File: src/rtl/flash_stat_pkg.sv
package flash_stat_pkg;

  typedef enum logic [2:0] {
    PH_IDLE     = 3'd0,
    PH_PROG     = 3'd1,
    PH_ERS_WAIT = 3'd2,
    PH_ERS_RUN  = 3'd3,
    PH_SUSPEND  = 3'd4,
    PH_SUS_PROG = 3'd5,
    PH_ABORT    = 3'd6,
    PH_ERROR    = 3'd7
  } phase_e;

  typedef struct packed {
    phase_e phase;
    logic   progBit7;
    logic   errIsErase;
  } ctl_t;

  localparam int POLL_BIT = 7;
  localparam int TOG_BIT  = 6;
  localparam int ERR_BIT  = 5;
  localparam int TMR_BIT  = 3;
  localparam int TOG2_BIT = 2;

endpackage

File: src/rtl/flash_stat_ctrl.sv
module flash_stat_ctrl
  import flash_stat_pkg::*;
#(
  parameter int NUM_BLK     = 8,
  parameter int TIMEOUT_CYC = 40,
  parameter int ABORT_CYC   = 60
) (
  input  logic               clk,
  input  logic               rstN,
  input  logic               progStart,
  input  logic [7:0]         progData,
  input  logic [7:0]         cellData,
  input  logic               eraseStart,
  input  logic [NUM_BLK-1:0] eraseBlkSel,
  input  logic               chipErase,
  input  logic [NUM_BLK-1:0] protMask,
  input  logic               suspendReq,
  input  logic               resumeReq,
  input  logic               opDone,
  input  logic               opFail,
  input  logic               rdReset,
  output ctl_t               ctl,
  output logic [NUM_BLK-1:0] eraseSel
);

  localparam int MAX_CYC = (TIMEOUT_CYC > ABORT_CYC) ? TIMEOUT_CYC : ABORT_CYC;
  localparam int CNT_W   = $clog2(MAX_CYC + 1);
  localparam logic [CNT_W-1:0] TMO_LOAD = CNT_W'(TIMEOUT_CYC - 1);
  localparam logic [CNT_W-1:0] ABT_LOAD = CNT_W'(ABORT_CYC - 1);

  phase_e             phase;
  logic [CNT_W-1:0]   cnt;
  logic               progBit7;
  logic               errIsErase;
  logic               overWrite;
  logic [NUM_BLK-1:0] newSel;

  assign overWrite = |(progData & ~cellData);
  assign newSel    = chipErase ? {NUM_BLK{1'b1}} : eraseBlkSel;

  always_ff @(posedge clk) begin
    if (!rstN) begin
      phase      <= PH_IDLE;
      cnt        <= '0;
      eraseSel   <= '0;
      progBit7   <= 1'b0;
      errIsErase <= 1'b0;
    end else begin
      unique case (phase)
        PH_IDLE: begin
          eraseSel <= '0;
          if (progStart) begin
            progBit7   <= progData[7];
            errIsErase <= 1'b0;
            phase      <= overWrite ? PH_ERROR : PH_PROG;
          end else if (eraseStart) begin
            eraseSel <= newSel;
            cnt      <= TMO_LOAD;
            phase    <= PH_ERS_WAIT;
          end
        end
        PH_PROG, PH_SUS_PROG: begin
          if (opFail) begin
            errIsErase <= 1'b0;
            phase      <= PH_ERROR;
          end else if (opDone) begin
            phase <= (phase == PH_SUS_PROG) ? PH_SUSPEND : PH_IDLE;
          end
        end
        PH_ERS_WAIT: begin
          if (eraseStart) begin
            eraseSel <= eraseSel | newSel;
            cnt      <= TMO_LOAD;
          end else if (cnt == '0) begin
            if ((eraseSel & ~protMask) == '0) begin
              cnt   <= ABT_LOAD;
              phase <= PH_ABORT;
            end else begin
              phase <= PH_ERS_RUN;
            end
          end else begin
            cnt <= cnt - 1'b1;
          end
        end
        PH_ERS_RUN: begin
          if (opFail) begin
            errIsErase <= 1'b1;
            phase      <= PH_ERROR;
          end else if (opDone) begin
            phase <= PH_IDLE;
          end else if (suspendReq) begin
            phase <= PH_SUSPEND;
          end
        end
        PH_SUSPEND: begin
          if (resumeReq) begin
            phase <= PH_ERS_RUN;
          end else if (progStart) begin
            progBit7   <= progData[7];
            errIsErase <= 1'b0;
            phase      <= overWrite ? PH_ERROR : PH_SUS_PROG;
          end
        end
        PH_ABORT: begin
          if (cnt == '0) phase <= PH_IDLE;
          else           cnt   <= cnt - 1'b1;
        end
        PH_ERROR: begin
          if (rdReset) phase <= PH_IDLE;
        end
        default: phase <= PH_IDLE;
      endcase
    end
  end

  assign ctl.phase      = phase;
  assign ctl.progBit7   = progBit7;
  assign ctl.errIsErase = errIsErase;

endmodule

File: src/rtl/flash_stat_dpath.sv
module flash_stat_dpath
  import flash_stat_pkg::*;
#(
  parameter int NUM_BLK = 8,
  localparam int BLK_W  = (NUM_BLK > 1) ? $clog2(NUM_BLK) : 1
) (
  input  logic               clk,
  input  logic               rstN,
  input  ctl_t               ctl,
  input  logic [NUM_BLK-1:0] eraseSel,
  input  logic               ceN,
  input  logic               oeN,
  input  logic [BLK_W-1:0]   rdBlock,
  input  logic [7:0]         arrayData,
  output logic [7:0]         dq,
  output logic               statusActive
);

  logic oePrev, cePrev;
  logic readEvt, inSel, busy, eraseLike;
  logic togMain, togBlk;
  logic blk2;

  assign readEvt = (oePrev & ~oeN & ~ceN) | (cePrev & ~ceN & ~oeN);
  assign inSel   = eraseSel[rdBlock];

  always_comb begin
    busy = 1'b0;
    eraseLike = 1'b0;
    unique case (ctl.phase)
      PH_PROG, PH_SUS_PROG:   busy = 1'b1;
      PH_ERS_WAIT, PH_ERS_RUN,
      PH_ABORT:               begin busy = 1'b1; eraseLike = 1'b1; end
      PH_SUSPEND:             eraseLike = 1'b1;
      PH_ERROR:               begin busy = 1'b1; eraseLike = ctl.errIsErase; end
      default:                ;
    endcase
  end

  always_ff @(posedge clk) begin
    if (!rstN) begin
      oePrev  <= 1'b1;
      cePrev  <= 1'b1;
      togMain <= 1'b0;
      togBlk  <= 1'b0;
    end else begin
      oePrev <= oeN;
      cePrev <= ceN;
      if (readEvt && busy)              togMain <= ~togMain;
      if (readEvt && eraseLike && inSel) togBlk  <= ~togBlk;
    end
  end

  assign blk2 = (eraseLike && inSel) ? togBlk : 1'b1;

  always_comb begin
    dq = 8'h00;
    statusActive = 1'b1;
    unique case (ctl.phase)
      PH_IDLE: begin
        dq = arrayData;
        statusActive = 1'b0;
      end
      PH_PROG, PH_SUS_PROG: begin
        dq[POLL_BIT] = ~ctl.progBit7;
        dq[TOG_BIT]  = togMain;
        dq[TMR_BIT]  = 1'b1;
        dq[TOG2_BIT] = 1'b1;
      end
      PH_ERS_WAIT, PH_ERS_RUN, PH_ABORT: begin
        dq[TOG_BIT]  = togMain;
        dq[TMR_BIT]  = (ctl.phase != PH_ERS_WAIT);
        dq[TOG2_BIT] = blk2;
      end
      PH_SUSPEND: begin
        if (inSel) begin
          dq[POLL_BIT] = 1'b1;
          dq[TOG_BIT]  = 1'b1;
          dq[TMR_BIT]  = 1'b1;
          dq[TOG2_BIT] = blk2;
        end else begin
          dq = arrayData;
          statusActive = 1'b0;
        end
      end
      PH_ERROR: begin
        dq[POLL_BIT] = ctl.errIsErase ? 1'b0 : ~ctl.progBit7;
        dq[TOG_BIT]  = togMain;
        dq[ERR_BIT]  = 1'b1;
        dq[TMR_BIT]  = 1'b1;
        dq[TOG2_BIT] = blk2;
      end
      default: begin
        dq = arrayData;
        statusActive = 1'b0;
      end
    endcase
  end

endmodule

File: src/rtl/flash_status_gen.sv
module flash_status_gen
  import flash_stat_pkg::*;
#(
  parameter int NUM_BLK     = 8,
  parameter int TIMEOUT_CYC = 40,
  parameter int ABORT_CYC   = 60,
  localparam int BLK_W      = (NUM_BLK > 1) ? $clog2(NUM_BLK) : 1
) (
  input  logic               clk,
  input  logic               rstN,
  input  logic               progStart,
  input  logic [7:0]         progData,
  input  logic [7:0]         cellData,
  input  logic               eraseStart,
  input  logic [NUM_BLK-1:0] eraseBlkSel,
  input  logic               chipErase,
  input  logic [NUM_BLK-1:0] protMask,
  input  logic               suspendReq,
  input  logic               resumeReq,
  input  logic               opDone,
  input  logic               opFail,
  input  logic               rdReset,
  input  logic               ceN,
  input  logic               oeN,
  input  logic [BLK_W-1:0]   rdBlock,
  input  logic [7:0]         arrayData,
  output logic [7:0]         dq,
  output logic               statusActive
);

  ctl_t               ctl;
  logic [NUM_BLK-1:0] eraseSel;

  flash_stat_ctrl #(
    .NUM_BLK(NUM_BLK), .TIMEOUT_CYC(TIMEOUT_CYC), .ABORT_CYC(ABORT_CYC)
  ) u_ctrl (
    .clk(clk), .rstN(rstN), .progStart(progStart), .progData(progData),
    .cellData(cellData), .eraseStart(eraseStart), .eraseBlkSel(eraseBlkSel),
    .chipErase(chipErase), .protMask(protMask), .suspendReq(suspendReq),
    .resumeReq(resumeReq), .opDone(opDone), .opFail(opFail),
    .rdReset(rdReset), .ctl(ctl), .eraseSel(eraseSel)
  );

  flash_stat_dpath #(.NUM_BLK(NUM_BLK)) u_dpath (
    .clk(clk), .rstN(rstN), .ctl(ctl), .eraseSel(eraseSel),
    .ceN(ceN), .oeN(oeN), .rdBlock(rdBlock), .arrayData(arrayData),
    .dq(dq), .statusActive(statusActive)
  );

endmodule

File: config.mk
export PLATFORM = sky130hd
export DESIGN_NAME = flash_status_gen
export DESIGN_NICKNAME = d
export VERILOG_FILES = /design/src/rtl/flash_stat_pkg.sv /design/src/rtl/flash_stat_ctrl.sv /design/src/rtl/flash_stat_dpath.sv /design/src/rtl/flash_status_gen.sv
export SDC_FILE = /design/constraint.sdc
export NUM_CORES = 1
export LEC_CHECK = 0
export BUFFER_PORTS_ARGS = -buffer_cell sky130_fd_sc_hd__buf_2
export CAP_MARGIN = 5
export CORE_MARGIN = 2
export CORE_UTILIZATION = 50
export CTS_BUF_LIST = sky130_fd_sc_hd__clkbuf_8
export DETAILED_ROUTE_END_ITERATION = 10
export HOLD_SLACK_MARGIN = 0.15
export PLACE_DENSITY = 0.78
export SLEW_MARGIN = 15
export SYNTH_ARGS = -nofsm -noshare
export SYNTH_HDL_FRONTEND = slang
export SYNTH_HIERARCHICAL = 1
export SYNTH_SLANG_ARGS = --single-unit
File: constraint.sdc
create_clock -name clk -period 2.4 [get_ports clk]
set_input_delay 0.12 -clock clk [delete_from_list [all_inputs] [get_ports clk]]
set_output_delay 0.12 -clock clk [all_outputs]
set_load 0.01 [all_outputs]
==> metrics, run 1 <==
GR peak layer=met2; Leak Pwr=0.000915 uW; Worst setup EP type=output pin; R2R Setup Slk=0.34 ns; Async SR Flop Fraction=0%; Initial Utilization=52.7%; DR iter-0 viols=113; Cell Area, Synth=1620 um2; routed len/inst=12.9 um; Antenna Nets Post-Route=0; Die ar.=3710 um2; area occupied by multi-input gates=1030 um2; Vias/cell=5.49; num ports=64; CTS clk-pin slew, worst paths=0.08 ns; area share of the largest cell type after synthesis=28.4%; Slew @ Worst Pin=0.549 ns; DR pass1 iterations=6; Sink Count=23; dpl cells=316; post-synthesis sequential area ratio=28.4%; layout net count=336; worst hold path class=in -> reg; minimum clock period=2.11 ns; grt met1 use=32.2%; worst path required time=2.28 ns; Simple-Gate Fraction of Synth Area=28.8%; final setup fails=0; sequential cell area=460 um2; Die W=61.0 um; Final Non-Filler Cells=323; R2R cell count=7; Syn Area/Cell=7.54 um2; GPL Wtd Cong=0.859; WHS=0.154 ns; synth cell count leaders=23 x dfxtp_1, 23 x nand2_1, 20 x inv_1, 16 x a21oi_1, 13 x o21ai_0; post-synthesis xor/xnor area fraction=0.540%; GRT Total Usage=24.2%; Synth Net Count=271; Via Count=1773; Post-Synthesis Cells=215; Startpoint Class=register; Die H=61.0 um; maxcap violations=0; dpl hpwl=3.10 mm; initial antenna violation count=0; power share of the clock group=11.6%; core area=3080 um2; Hold Path Depth=3; Rel. slew slack=63.3%; CTS tree=built; FMAX=475 MHz; post-synthesis adder-cell area fraction=0.772%; Main synth FF type=dfxtp_1; worst skew pair latency=0.26 ns; critical path data arrival time=1.99 ns; layout cell share with drive strength beyond 1=28.7%; htree depth=1; largest net degree at the start of global routing=22; routed wire length=4.17 mm; RSZ-0062 raised after global routing=false; Final TNS setup=0 ns; num rows=20; post-synth top area cell=dfxtp_1; Layout Cell Area excl Fill=2040 um2; CP Max Fanout=5; first-pass GRT wire length=6.80 mm; final hold viol count=0; Gate power share=57.4%; Post-DP Area=1970 um2; post-synthesis mux area share=5.40%; final core utilization=66.4%; status=complete, no violations; vias in the first global route=1579; # port buffers=63; Net Sw Power=917 uW; Layout fillers=270; Post-synth EDFFs=0; main area contributors after synthesis=dfxtp_1 28%, nand2_1 5.3%, a21oi_1 4.9%; Synth warnings=6; sw frac=45.3%; ANT cells=0; Sequential Power Share=31.0%; WS Path Type=reg -> out; clk buf depth=2; crit share post-route=87.8%; met3 usage=2.99%; Root Buffer=clkbuf_8; internal power=1110 uW; # DRC=0; Slew Viols, Final=0; maximum vdd drop=0.454 mV; grt ovf=0; largest family of logic cells by synthesized area=simple AND/OR/NAND/NOR gates; flops & latches, synth=23; Cell variety after synth=50; Layout Skew=0.00123 ns; Area Overhead vs Synth=26.1%; Synth Area in Compound Gates=27.8%; clock buffer count from CTS=3; Power Dens Cells=991 nW/um2; GR Util met2=41.0%
==> critical path, stage by stage (launching register included) <==
cell and delay [ns]:
dfxtp_1 0.33, mux2_1 0.31, mux4_2 0.54, and2_4 0.19, o31a_1 0.22, buf_2 0.14
==> state kept, by name (all words and copies together), names as in the netlist <==
signal	cells
u_ctrl/eraseSel	8
u_ctrl/cnt	6
u_ctrl/phase	3
u_ctrl/errIsErase	1
u_ctrl/progBit7	1
u_dpath/cePrev	1
u_dpath/oePrev	1
u_dpath/togBlk	1
u_dpath/togMain	1
==> metal layers <==
metal / share of wire [%] / up-vias
met1: 45 / 784
li1: - / 903
met3: 6.9 / 4
met4: 0.84 / 0
met2: 48 / 82
met5: 0 / -
==> cell usage in the layout, fill, tap and decap left out, types with 2 or more instances in the layout <==
| cell type | n |
|---|---|
| buf_4 | 4 |
| o21ai_0 | 13 |
| clkbuf_8 | 3 |
| nor2b_1 | 5 |
| nand2b_1 | 12 |
| mux2_2 | 3 |
| a31oi_1 | 4 |
| o22ai_1 | 5 |
| buf_2 | 63 |
| o2111a_1 | 2 |
| dlygate4sd3_1 | 3 |
| nand2_1 | 23 |
| nor2_1 | 11 |
| or4_1 | 3 |
| nand4b_1 | 3 |
| mux2i_1 | 2 |
| nor3_1 | 5 |
| o211ai_1 | 4 |
| o21a_1 | 4 |
| clkinv_1 | 2 |
| dfxtp_1 | 23 |
| o21ai_1 | 2 |
| nand3_1 | 8 |
| nand4_1 | 2 |
| or3_1 | 4 |
| o2111ai_1 | 3 |
| inv_1 | 21 |
| and2_1 | 4 |
| a21oi_1 | 16 |
==> logic make-up after synthesis <==
| logic type | after synthesis |
|---|---|
| DFF | 23 |
| and+or+nand+nor | 86 |
| muxes | 7 |
| buffers and inverters | 32 |
| xor gates and xnor gates | 1 |
| AOI/OAI and AO/OA | 65 |
| adders and majority gates | 1 |
==> final timing paths <==
check	startpoint	endpoint
setup reg to reg	u_ctrl/cnt[0]$_SDFFE_PN0P_	u_ctrl/cnt[5]$_SDFFE_PN0P_
hold / removal	eraseBlkSel[4]	u_ctrl/eraseSel[4]$_SDFFE_PN0P_
hold reg to reg	u_ctrl/eraseSel[7]$_SDFFE_PN0P_	u_ctrl/eraseSel[7]$_SDFFE_PN0P_
setup / recovery	u_ctrl/eraseSel[7]$_SDFFE_PN0P_	dq[7]
==> power by group through the flow <==
| stage | Clock (uW) | Sequential (uW) | Combinational [uW] |
|---|---|---|---|
| after floorplan | 0 | 602 | 873 |
| after global placement | 0 | 630 | 1120 |
| after detailed placement | 0 | 632 | 1130 |
| after CTS | 240 | 626 | 1150 |
| after global routing | 253 | 650 | 1300 |
| final | 236 | 628 | 1160 |
==> cell type report <==
class,count,share of cell area [%]
multi-input cells,160,50.2
flip-flops and latches,23,22.5
inverters,22,4.04
well taps,44,2.69
repair buffers,70,18.4
clock buffers,3,2.02
clock inverters,1,0.184
==> metrics by stage <==
stage          worst slack [ns]  total power, uW
6_report                  0.293             2030
5_1_grt                   0.165             2210
4_1_cts                   0.292             2020
3_5_place_dp              0.369             1760
3_3_place_gp              0.431             1750
2_1_floorplan             0.460             1470
==> what timing repair did <==
item                      4_1_cts  5_1_grt
buffers inserted                0        0
resized for setup               0        0
hold buffers                    3        0
hold endpoints to repair        3        0
Power figures use the tool's default switching activity.
==> run 2: changes to the inputs <==
- CAP_MARGIN: 5 -> 20
- PLACE_DENSITY: 0.78 -> 0.91
==> run 2 against run 1 <==
Compared with the run above: first-iteration DRC count fell by 30%; sequential share of layout area barely moved; global-route usage fell by 1.0 points; flip-flop and latch count did not move; final area rose by 0.12%; largest power group unchanged; critical endpoint unchanged.
==> metrics, run 2 (synthesized netlist as in run 1, its figures left out) <==
Slew Viols, Final=0 (unchanged); Worst setup EP type=output pin; Die H=61.0 um (unchanged); largest net degree at the start of global routing=22 (unchanged); first-pass GRT wire length=6.62 mm (-2.7%); Sink Count=23 (unchanged); DR pass1 iterations=4 (-2); Initial Utilization=52.7% (unchanged); status=complete, no violations; RSZ-0062 raised after global routing=false; Post-CTS Hold Buffers=4 (+1); Area Overhead vs Synth=26.2%; Rel. slew slack=57.8% (-5.5 points); FMAX=481 MHz (+1.4%); maxcap violations=0 (unchanged); grt ovf=0 (unchanged); power share of the clock group=11.7% (about the same); CP top delay family=multiplexers; Antenna Nets Post-Route=0 (unchanged); # DRC=0 (unchanged); Die W=61.0 um (unchanged); final hold viol count=0 (unchanged); CTS resizes=0 (unchanged); Layout Skew=0.00267 ns (+0.00144 ns); Net Sw Power=894 uW (-2.5%); layout net count=336 (unchanged); post-CTS setup repair buffer count=0 (unchanged); routed wire length=3.89 mm (-6.7%); Reg with most FFs=u_ctrl/eraseSel; ANT cells=0 (unchanged); top flop regs=u_ctrl/eraseSel (8), u_ctrl/cnt (6), u_ctrl/phase (3); Via Count=1761 (-0.68%); initial antenna violation count=0 (unchanged); Layout Cell Area excl Fill=2050 um2 (+0.12%); clk buf depth=2 (unchanged); Startpoint Class=register; worst path required time=2.28 ns (about the same); Root Buffer=clkbuf_8; htree depth=1 (unchanged); final setup fails=0 (unchanged); CTS tree=built; WS Path Type=reg -> out; Power Dens Cells=977 nW/um2 (-1.5%); routed len/inst=12.1 um (-6.7%); commonest non-fill, non-tap cells in the layout=63 x buf_2, 23 x nand2_1, 23 x dfxtp_1; crit-path cells=mux2_1, mux4_2, and2_4, o31a_1, buf_2; CTS clk-pin slew, worst paths=0.08 ns (about the same); commonest non-fill, non-tap cell in the layout=buf_2; Largest register FFs=8 (unchanged); maximum vdd drop=0.376 mV (-17%); Final TNS setup=0 ns (unchanged); vias in the first global route=1596 (+1.1%); dpl hpwl=3.11 mm (+0.16%); cell at the slowest stage of the critical path=mux4_2; worst skew pair latency=0.26 ns (about the same); # port buffers=63 (unchanged); sw frac=44.7% (-0.54 points); num rows=20 (unchanged); core area=3080 um2 (unchanged); num ports=64 (unchanged); CP Max Fanout=5 (unchanged); internal power=1110 uW (-0.38%); Slew @ Worst Pin=0.628 ns (+0.0790 ns); clock buffer count from CTS=3 (unchanged); Die ar.=3710 um2 (unchanged); crit share post-route=86.6% (-1.2 points); Leak Pwr=0.000912 uW (-0.42%); critical path data arrival time=1.96 ns (-0.03 ns); Critical Path Max Stage Delay=0.54 ns (about the same); layout cell share with drive strength beyond 1=28.3% (-0.36 points); minimum clock period=2.08 ns (-0.0286 ns); worst path buffer plus inverter count=1 (unchanged); Post-DP Area=1960 um2 (-0.38%); worst hold path class=in -> reg; GRT Total Usage=23.2% (-1.0 points); GPL Wtd Cong=0.903 (+5.1%); Sequential Power Share=30.1% (-0.9 points); Vias/cell=5.45 (-0.68%); Gate power share=58.2% (+0.8 points); DR iter-0 viols=79 (-30%)
run 2: cell count changes in the layout (fill, tap and decap cells not counted):
cell           before  now
buf_4               4    3
dlygate4sd3_1       3    4
run 2: through the flow:
stage                     hold slack, ns  total power [uW]  setup slack [ns]  utilization [%]  instances
final                              0.152              2000             0.322             66.5        323
after detailed placement           0.340              1760             0.370             63.7        315
after CTS                          0.156              2000             0.313             66.5        323
after floorplan                    0.193              1470             0.460                -        215
after global routing               0.174              2190             0.225             66.5        323
after global placement             0.335              1750             0.414             63.7        315
run 2: metal layers:
metal	share of wire (%)	wire length, um	global-route usage (%)
met1	45	1740	29.1
met2	48	1850	40.7
met3	6.4	249	3.62
met4	1.3	49	7.45
met5	0	0	0
run 2: power groups by stage:
| stage | registers (uW) | logic (uW) | clock network [uW] |
|---|---|---|---|
| 6_report | 602 | 1160 | 234 |
| 5_1_grt | 620 | 1310 | 255 |
| 4_1_cts | 600 | 1160 | 238 |
| 3_5_place_dp | 608 | 1150 | 0 |
| 3_3_place_gp | 607 | 1140 | 0 |
| 2_1_floorplan | 602 | 873 | 0 |
run 2: layout make-up:
type,count,area [um2]
clock inverter,1,3.75
clock buffer,3,41.3
timing repair buffer,70,378
multi-input combinational,160,1030
tap,44,55.1
fill,276,1030
inverter,22,82.6
sequential,23,460
run 2: worst min-delay path, stage by stage:
cell	delay, ns
buf_2	0.07
o21ai_0	0.06
a21oi_1	0.13
run 2: worst paths after layout:
kind                            slack, ns  cells after the start                            start                               to
worst max-delay path                 0.32                      5  u_ctrl/eraseSel[7]$_SDFFE_PN0P_                            dq[7]
worst min-delay path                 0.15                      3                   eraseBlkSel[5]  u_ctrl/eraseSel[5]$_SDFFE_PN0P_
worst max register to register       0.34                      7       u_ctrl/cnt[0]$_SDFFE_PN0P_       u_ctrl/cnt[5]$_SDFFE_PN0P_
worst min register to register       0.47                      2  u_ctrl/eraseSel[6]$_SDFFE_PN0P_  u_ctrl/eraseSel[6]$_SDFFE_PN0P_
